==> src/rtl/uart_tx_pkg.sv <==
package uart_tx_pkg;
  typedef enum logic [2:0] {
    ST_IDLE, ST_START, ST_DATA, ST_PAR, ST_STOP, ST_BRK
  } tx_state_e;

  // Packed MSB first: length [5:4], stop [3:2], parity [1:0]
  typedef struct packed {
    logic [1:0] clen;
    logic [1:0] stop;
    logic [1:0] par;
  } fmt_t;

  localparam fmt_t FMT_RESET = 6'h34;

  localparam logic [1:0] PAR_NONE  = 2'd0;
  localparam logic [1:0] PAR_ODD   = 2'd1;
  localparam logic [1:0] PAR_EVEN  = 2'd2;
  localparam logic [1:0] PAR_SPACE = 2'd3;

  localparam int CMD_EN_BIT  = 2;
  localparam int CMD_DIS_BIT = 3;

  localparam logic [4:0] CH_ABORT  = 5'h02;
  localparam logic [4:0] CH_BRK_ON = 5'h05;
  localparam logic [4:0] CH_BRK_OF = 5'h06;
endpackage

==> src/rtl/uart_tx_cmd.sv <==
module uart_tx_cmd
  import uart_tx_pkg::*;
(
  input  logic       clk,
  input  logic       rst,
  input  logic       fmt_we,
  input  logic [5:0] fmt_wdata,
  input  logic       cmd_we,
  input  logic [8:0] cmd_wdata,
  output fmt_t       fmt_q,
  output logic       tx_en,
  output logic       brk_req,
  output logic       abort
);
  logic [4:0] chan;
  assign chan  = cmd_wdata[8:4];
  assign abort = cmd_we && (chan == CH_ABORT);

  always_ff @(posedge clk) begin
    if (rst) begin
      fmt_q   <= FMT_RESET;
      tx_en   <= 1'b0;
      brk_req <= 1'b0;
    end else begin
      if (fmt_we) fmt_q <= fmt_t'(fmt_wdata);
      if (cmd_we) begin
        if (cmd_wdata[CMD_DIS_BIT])     tx_en <= 1'b0;
        else if (cmd_wdata[CMD_EN_BIT]) tx_en <= 1'b1;
        if (chan == CH_BRK_ON)                        brk_req <= 1'b1;
        else if (chan == CH_BRK_OF || chan == CH_ABORT) brk_req <= 1'b0;
      end
    end
  end
endmodule

==> src/rtl/uart_tx_parity.sv <==
module uart_tx_parity
  import uart_tx_pkg::*;
#(
  parameter int DATA_W = 8,
  localparam int BW = $clog2(DATA_W)
) (
  input  logic [DATA_W-1:0] data,
  input  logic [BW-1:0]     last_idx,
  input  logic [1:0]        par_mode,
  output logic              par_on,
  output logic              par_bit
);
  logic [DATA_W-1:0] mask;

  for (genvar g = 0; g < DATA_W; g++) begin : g_mask
    assign mask[g] = (g <= int'(last_idx));
  end

  logic ones_odd;
  assign ones_odd = ^(data & mask);

  always_comb begin
    par_on = (par_mode != PAR_NONE);
    unique case (par_mode)
      PAR_ODD:  par_bit = ~ones_odd;
      PAR_EVEN: par_bit = ones_odd;
      default:  par_bit = 1'b0;
    endcase
  end
endmodule

==> src/rtl/uart_tx_serial.sv <==
module uart_tx_serial
  import uart_tx_pkg::*;
#(
  parameter int DATA_W = 8,
  parameter int OVS    = 16,
  localparam int BW    = $clog2(DATA_W),
  localparam int CW    = $clog2(2 * OVS),
  localparam int FRAC  = (OVS * 9 + 8) / 16
) (
  input  logic              clk,
  input  logic              rst,
  input  logic              tick,
  input  logic              abort,
  input  logic              brk_req,
  input  logic              load,
  input  logic [DATA_W-1:0] data,
  input  logic [BW-1:0]     last_idx,
  input  logic [1:0]        stop_code,
  input  logic              par_on,
  input  logic              par_bit,
  output tx_state_e         state,
  output logic              txd
);
  logic [CW-1:0]     cnt;
  logic [DATA_W-1:0] shreg;
  logic [BW-1:0]     left;
  logic [1:0]        stop_q;
  logic              par_on_q, par_bit_q;
  logic [CW-1:0]     stop_last;
  logic              bit_end;

  always_comb begin
    unique case (stop_q)
      2'd0:    stop_last = CW'(FRAC - 1);
      2'd1:    stop_last = CW'(OVS - 1);
      2'd2:    stop_last = CW'(OVS + FRAC - 1);
      default: stop_last = CW'(2 * OVS - 1);
    endcase
  end

  assign bit_end = tick && (cnt == CW'(OVS - 1));

  always_ff @(posedge clk) begin
    if (rst || abort) begin
      state     <= ST_IDLE;
      txd       <= 1'b1;
      cnt       <= '0;
      shreg     <= '0;
      left      <= '0;
      stop_q    <= 2'd1;
      par_on_q  <= 1'b0;
      par_bit_q <= 1'b0;
    end else begin
      if (tick && state inside {ST_START, ST_DATA, ST_PAR, ST_STOP})
        cnt <= cnt + 1'b1;
      unique case (state)
        ST_IDLE: begin
          if (brk_req) begin
            state <= ST_BRK;
            txd   <= 1'b0;
          end else if (load) begin
            state     <= ST_START;
            txd       <= 1'b0;
            cnt       <= '0;
            shreg     <= data;
            left      <= last_idx;
            stop_q    <= stop_code;
            par_on_q  <= par_on;
            par_bit_q <= par_bit;
          end
        end
        ST_START: if (bit_end) begin
          cnt   <= '0;
          state <= ST_DATA;
          txd   <= shreg[0];
          shreg <= shreg >> 1;
        end
        ST_DATA: if (bit_end) begin
          cnt <= '0;
          if (left == '0) begin
            state <= par_on_q ? ST_PAR : ST_STOP;
            txd   <= par_on_q ? par_bit_q : 1'b1;
          end else begin
            left  <= left - 1'b1;
            txd   <= shreg[0];
            shreg <= shreg >> 1;
          end
        end
        ST_PAR: if (bit_end) begin
          cnt   <= '0;
          state <= ST_STOP;
          txd   <= 1'b1;
        end
        ST_STOP: if (tick && cnt == stop_last) begin
          cnt   <= '0;
          state <= brk_req ? ST_BRK : ST_IDLE;
          txd   <= !brk_req;
        end
        default: if (!brk_req) begin
          state <= ST_IDLE;
          txd   <= 1'b1;
        end
      endcase
    end
  end
endmodule

==> src/rtl/uart_frame_tx.sv <==
module uart_frame_tx
  import uart_tx_pkg::*;
#(
  parameter int DATA_W   = 8,
  parameter int OVS      = 16,
  parameter int MIN_BITS = 5,
  localparam int BW      = $clog2(DATA_W)
) (
  input  logic              clk,
  input  logic              rst,
  input  logic              tick,
  input  logic              fmt_we,
  input  logic [5:0]        fmt_wdata,
  input  logic              cmd_we,
  input  logic [8:0]        cmd_wdata,
  input  logic              s_valid,
  input  logic [DATA_W-1:0] s_data,
  output logic              s_ready,
  output logic              txd,
  output logic              busy,
  output logic              idle
);
  fmt_t      fmt_q;
  logic      tx_en, brk_req, abort, par_on, par_bit;
  tx_state_e state;
  logic [BW-1:0] last_idx;

  assign last_idx = BW'(MIN_BITS - 1) + BW'(fmt_q.clen);

  uart_tx_cmd u_cmd (
    .clk(clk), .rst(rst), .fmt_we(fmt_we), .fmt_wdata(fmt_wdata),
    .cmd_we(cmd_we), .cmd_wdata(cmd_wdata), .fmt_q(fmt_q),
    .tx_en(tx_en), .brk_req(brk_req), .abort(abort)
  );

  uart_tx_parity #(.DATA_W(DATA_W)) u_par (
    .data(s_data), .last_idx(last_idx), .par_mode(fmt_q.par),
    .par_on(par_on), .par_bit(par_bit)
  );

  uart_tx_serial #(.DATA_W(DATA_W), .OVS(OVS)) u_ser (
    .clk(clk), .rst(rst), .tick(tick), .abort(abort), .brk_req(brk_req),
    .load(s_valid && s_ready), .data(s_data), .last_idx(last_idx),
    .stop_code(fmt_q.stop), .par_on(par_on), .par_bit(par_bit),
    .state(state), .txd(txd)
  );

  assign idle    = (state == ST_IDLE);
  assign busy    = state inside {ST_START, ST_DATA, ST_PAR, ST_STOP};
  assign s_ready = tx_en && idle && !brk_req;
endmodule

==> config.mk <==
export PLATFORM = sky130hd
export DESIGN_NAME = uart_frame_tx
export DESIGN_NICKNAME = d
export VERILOG_FILES = /design/src/rtl/uart_tx_pkg.sv /design/src/rtl/uart_tx_cmd.sv /design/src/rtl/uart_tx_parity.sv /design/src/rtl/uart_tx_serial.sv /design/src/rtl/uart_frame_tx.sv
export SDC_FILE = /design/constraint.sdc
export NUM_CORES = 1
export LEC_CHECK = 0
export BUFFER_PORTS_ARGS = -buffer_cell sky130_fd_sc_hd__buf_2
export CORE_ASPECT_RATIO = 1.4
export CORE_MARGIN = 4
export CORE_UTILIZATION = 33
export CTS_CLUSTER_SIZE = 40
export DETAILED_ROUTE_END_ITERATION = 12
export SYNTH_ARGS = -nofsm -noshare
export SYNTH_HDL_FRONTEND = slang
export SYNTH_HIERARCHICAL = 1
export SYNTH_SLANG_ARGS = --single-unit
==> constraint.sdc <==
create_clock -name clk -period 4 [get_ports clk]
set_input_delay 0.2 -clock clk [delete_from_list [all_inputs] [get_ports clk]]
set_output_delay 0.2 -clock clk [all_outputs]
set_load 0.1 [all_outputs]
==> results of run 1 <==
==> kinds of logic after synthesis <==
logic type | Yosys count
buffers and inverters | 22
AND/OR/NAND/NOR | 85
adder cells (fa/ha/maj) | 4
other | 1
XOR/XNOR | 11
flip-flops | 32
AO/OA/AOI/OAI | 88
multiplexers | 9
==> registers in the layout (all words and copies together) (netlist names) <==
register	flops
u_ser/shreg	8
u_ser/stop_q	2
u_cmd/fmt_q	6
u_ser/cnt	5
u_ser/txd	1
u_cmd/brk_req	1
u_ser/left	3
u_ser/par_on_q	1
u_ser/state	3
u_cmd/tx_en	1
u_ser/par_bit_q	1
==> cell type report <==
class,instances,area (um^2)
clock buffers,6,82.6
clock inverters,2,10.0
fillers,624,3610
inverters,6,22.5
multi-input cells,205,1360
flip-flops and latches,32,641
well taps,70,87.6
repair buffers,33,173
==> power by group <==
part	switching [uW]	internal (uW)
clock network	119	137
registers	15.6	343
logic	274	120
==> worst max-delay path, delay by kind of cell (launching register included) <==
kind	cells	cell delay [ps]
simple gates	4	1510
buf+inv	1	190
flops	1	300
compound gates	2	360
==> metrics by stage <==
step	hold slack, ps	util (%)	power (uW)
after detailed placement	389	38.2	762
after global placement	386	38.2	757
after global routing	108	39.7	1070
after CTS	88.3	39.7	1020
final	96.3	39.7	1010
after floorplan	296	-	688
==> worst max-delay path by stage <==
stage / from / end / slack [ps] / depth (start not counted)
finish: u_ser/state[0] / u_ser/shreg[7] / 1570 / 7
global route: u_ser/state[0] / u_ser/shreg[7] / 1440 / 7
CTS: u_ser/state[0] / u_ser/shreg[7] / 1550 / 7
detailed placement: u_ser/state[0] / u_ser/shreg[7] / 1570 / 7
global placement: u_ser/state[0] / u_ser/shreg[7] / 1620 / 7
floorplan: u_ser/state[2] / busy / 20 / 2
==> placed cells by master (no fill, tap or decap), drive strengths merged, types with 3 or more instances in the layout <==
cell type / count
buf: 33
xnor2: 6
nor4: 4
a21oi: 21
nand3: 9
or4b: 3
nor3b: 3
a221oi: 3
clkbuf: 6
mux2i: 7
inv: 6
ha: 4
nor2: 23
o211ai: 5
conb: 8
dfxtp: 32
nand2b: 11
xor2: 5
nor2b: 6
nand2: 10
o21ai: 30
a211o: 10
==> routing by layer <==
metal  share of wire [%]  global-route usage, %
met4                0.87                   4.93
met2                  50                   21.5
met1                  46                   16.0
met5                   0                      0
met3                 2.8                   2.26
==> impl_metrics.csv, run 1 <==
group,metric,value,unit
sta,setup_tns,0,ps
placement,gp_congestion,0.824,
global_route,grt_use_total,12.8,%
placement,placed_area,2280,um^2
critical_path,crit_path_max_fanout,21,
critical_path,crit_arrival,2640,ps
placement,dp_hpwl,3350,um
status,status,"complete, no violations",
final_layout,antenna_cells,0,
worst_hold_path,hp-start,"cmd_wdata[3]",
logic_synthesis,synth.most_common_cell,"dfxtp_1",
final_layout,syn2layout_area_growth,14.4,%
route,dr.pass1.iters,4,
route,vias_per_cell,5.26,
sta,max_freq,0.411,GHz
clock_tree,clock-sinks,32,
critical_path,start_kind,"register",
route,finalWirelength,4610,um
placement,pre_cts_ws,1570,ps
sta,drv_slew,0,
critical_path,path_class,"register to register",
die,start_util,34.7,%
die,ios,33,
clock_tree,clk_latency,280,ps
clock_tree,cts_hold_buf,0,
clock_tree,cts_resized,0,
clock_tree,cts_buffer_depth,2,
global_route,grt_pass1_wl,7770,um
route,vias,1862,
worst_hold_path,hp-class,"primary input to register",
logic_synthesis,avgSynthCellArea,8.25,um^2
logic_synthesis,postSynthCellCount,252,
route,drc,0,
logic_synthesis,ys.flop_type,"dfxtp_1",
clock_tree,cts-htree-levels,2,
logic_synthesis,yosys.area_share.adder,2.41,%
die,die_h,102,um
logic_synthesis,async_reset_ff_share,0,%
logic_synthesis,synth_edf_count,0,
clock_tree,cts-root-buf,"clkbuf_8",
sta,finalCritPeriodShare,60.8,%
worst_hold_path,whs_endpoint,"u_cmd/tx_en",
logic_synthesis,synth.area.top_cells,"dfxtp_1 31%, o21ai_0 6.0%, a21oi_1 5.1%",
die,chipWidth,75.1,um
die,core-area,5990,um^2
power,power.density,425,nW/um^2
logic_synthesis,synth_area_leader_cell,"dfxtp_1",
critical_path,cp_slowest_stage_delay,590,ps
logic_synthesis,synthMuxAreaShare,4.46,%
critical_path,rr_worst_depth,7,
sta,relSlewSlack,60.4,%
final_layout,final_nets,316,
logic_synthesis,yosys.area_share.xor_xnor,5.00,%
run,drv_cap,0,
logic_synthesis,synthesis.area,2080,um^2
clock_tree,cts_inserted_buffers,5,
power,power_leakage,0.000905,uW
sta,min_period,2430,ps
logic_synthesis,yosysTopAreaCellShare,30.8,%
route,drt_iter0_drc,69,
placement,dpl.cell_count,346,
final_layout,finalNonFillerCells,354,
critical_path,r2r_slack,1570,ps
logic_synthesis,synth_top_family_by_area,"compound AO/OA/AOI/OAI gates",
logic_synthesis,ys_seq_elements,32,
sta,grt_setup_unrepaired,"no",
critical_path,reg2reg_to,"u_ser/shreg[7]",
logic_synthesis,yosys.area_share.simple,22.8,%
sta,setup_viol,0,
final_layout,post_route_cells_drive_above_1_share,19.4,%
critical_path,required,4210,ps
power,ir_drop,0.245,mV
logic_synthesis,synthDistinctLibCells,57,
logic_synthesis,synth_compound_area_share,29.4,%
critical_path,critPathCaptureType,"register",
clock_tree,clk_pin_slew,70,ps
sta,timing.final.ws_setup,1570,ps
critical_path,slowest_stage,"or4b_4",
logic_synthesis,synth_common_cells,"32 x dfxtp_1, 25 x o21ai_0, 23 x nor2_1",
critical_path,crit_path_cell_trace,"buf_4 > nand2b_1 > nor4_1 > or4b_4 > o311a_4 > or4b_1 > a21oi_1",
die,die_area,7650,um^2
clock_tree,post-cts-setup-buffers,0,
critical_path,r2r-start,"u_ser/state[0]",
route,wl_per_cell,13.0,um
final_layout,fin_area,2380,um^2
die,num_rows,33,
global_route,first_global_vias,1717,
global_route,antenna_found_initial,0,
sta,hold_viol_final,0,
global_route,grt-ovfl-total,0,
route,antenna_left,0,
sta,clock_skew,10.9,ps
sta,worstMarginPinSlew,593,ps
worst_hold_path,holdPathStages,2,
logic_synthesis,yosys_warnings,6,
logic_synthesis,yosysSeqAreaShare,30.8,%
clock_tree,cts_tree,"built",
global_route,grt_max_degree,45,
placement,io_buffers,30,
No activity file was read; power rests on OpenSTA's default activity.
==> run 2, diff against run 1 <==
- clock period: 4 -> 2 ns (I/O delays scaled with it)
==> run 2 against run 1 <==
Against the previous run: the run now ends with setup timing left; via count rose by 8.1%; utilization rose by 4.0 points; global-route usage rose by 2.4 points; register-to-register slack got worse by 1600 ps; clock skew fell by 1.9 ps; sequential share of layout area fell by 2.2 points; sequential power rose by 100%; worst hold slack got worse by 80 ps; combinational power rose by 120%.
==> impl_metrics.csv, run 2 (synthesized netlist as in run 1, its figures left out) <==
group,metric,value,unit
power,ir_drop,0.505,mV
clock_tree,cts_buffer_depth,2,
critical_path,crit_arrival,2270,ps
route,vias,2013,
route,route.met3.wl,169,um
final_layout,utilization,43.7,%
worst_hold_path,hp-class,"primary input to register",
die,chipWidth,75.1,um
final_layout,largest_reg_flops,8,
final_layout,top_register,"u_ser/shreg",
power,power.density,807,nW/um^2
route,dr.pass1.iters,4,
global_route,antenna_found_initial,0,
global_route,grt_max_degree,28,
final_layout,final_common_cell,"buf_2",
final_layout,syn2layout_area_growth,25.9,%
critical_path,crit_path_cell_trace,"nand2b_4 > nor4_4 > or4b_4 > o311a_4 > or4b_1 > a21oi_1",
placement,pre_cts_ws,-59.7,ps
critical_path,required,2220,ps
global_route,grt_pass1_wl,8940,um
route,drt_iter0_drc,132,
clock_tree,cts_tree,"built",
sta,finalCritPeriodShare,102,%
clock_tree,clock-sinks,32,
placement,dpl.cell_count,363,
die,ios,33,
critical_path,slowest_stage,"or4b_4",
power,power_leakage,0.00100,uW
die,start_util,34.7,%
sta,timing.final.ws_setup,-43.5,ps
critical_path,path_class,"register to register",
sta,worstMarginPinSlew,547,ps
run,drv_cap,0,
route,top_layer,"met4",
global_route,grt_use_total,15.2,%
clock_tree,cts-htree-levels,2,
sta,holdWs,16.5,ps
global_route,first_global_vias,1966,
critical_path,cp_slowest_stage_delay,540,ps
sta,grt_setup_unrepaired,"yes",
global_route,grt-ovfl-total,0,
route,drt-met1-wl,2110,um
critical_path,crit_path_max_fanout,3,
final_layout,post_route_cells_drive_above_1_share,29.4,%
status,violations,"setup timing",
die,die_h,102,um
placement,gp_congestion,0.788,
placement,io_buffers,30,
die,core-area,5990,um^2
sta,clock_skew,8.98,ps
final_layout,final_cell_mix,"30 x buf_2, 27 x dfxtp_1, 25 x o21ai_0",
clock_tree,clk_pin_slew,70,ps
clock_tree,clk_latency,290,ps
critical_path,critPathCaptureType,"register",
route,wl_met2,2730,um
final_layout,finalNonFillerCells,373,
route,drc,0,
route,wl_per_cell,13.8,um
route,antenna_left,0,
critical_path,start_kind,"register",
placement,dp_hpwl,3910,um
sta,min_period,2040,ps
final_layout,antenna_cells,0,
sta,drv_slew,0,
clock_tree,cts_inserted_buffers,5,
route,vias_per_cell,5.40,
final_layout,reg_top3,"u_ser/shreg (8), u_cmd/fmt_q (6), u_ser/cnt (5)",
status,status,"complete, but fails checks",
sta,setup_viol,1,
sta,relSlewSlack,63.4,%
die,die_area,7650,um^2
route,finalWirelength,5130,um
clock_tree,cts-root-buf,"clkbuf_8",
final_layout,final_nets,335,
sta,max_freq,0.489,GHz
sta,hold_viol_final,0,
die,num_rows,33,
[run 2: path summary, 6_finish.rpt]
| check | start | cells after the start | slack (ps) | to |
|---|---|---|---|---|
| hold reg to reg | u_cmd/fmt_q[3] | 2 | 470 | u_ser/stop_q[1] |
| setup / recovery | u_ser/state[0] | 6 | -40 | u_ser/shreg[7] |
| setup reg to reg | u_ser/state[0] | 6 | -40 | u_ser/shreg[7] |
| hold / removal | fmt_wdata[5] | 2 | 20 | u_cmd/fmt_q[5] |
[run 2: metal layers]
layer  up-vias  global-route usage [%]
li1       1022                       -
met1       951                    17.4
met2        32                    26.8
met3         8                    3.25
met4         0                    6.30
met5         -                       0
[run 2: worst max-delay path: cells and delay by family (launching register included)]
kind            cells  cell delay (ps)
compound gates      2              280
simple gates        4             1380
flops               1              320
[run 2: power by group]
part / internal [uW] / switching [uW]
clock: 274 / 246
combinational: 300 / 575
sequential: 691 / 26.5
total: 1260 / 847
[run 2: layout make-up]
cell class	instances	area (um^2)
clock buffer	6	82.6
clock inverter	2	10.0
fill	598	3370
inverter	6	22.5
multi-input combinational	205	1440
sequential	32	647
tap	70	87.6
timing repair buffer	52	325
[run 2: repair_timing]
action	CTS	global route
endpoints found under the setup margin	9	19
pin swaps	1	10
gates cloned	0	0
buffers inserted	0	1
gates resized for setup	2	11
hold buffers	1	0
hold endpoints to repair	1	0
[run 2: stage by stage]
stage	cell area [um^2]	power (uW)	setup TNS, ps
2_1_floorplan	2150	1400	-401
4_1_cts	2570	2120	-104
3_3_place_gp	2450	1580	-38.9
5_1_grt	2620	2250	-1020
6_report	2620	2110	-43.5
3_5_place_dp	2450	1590	-102
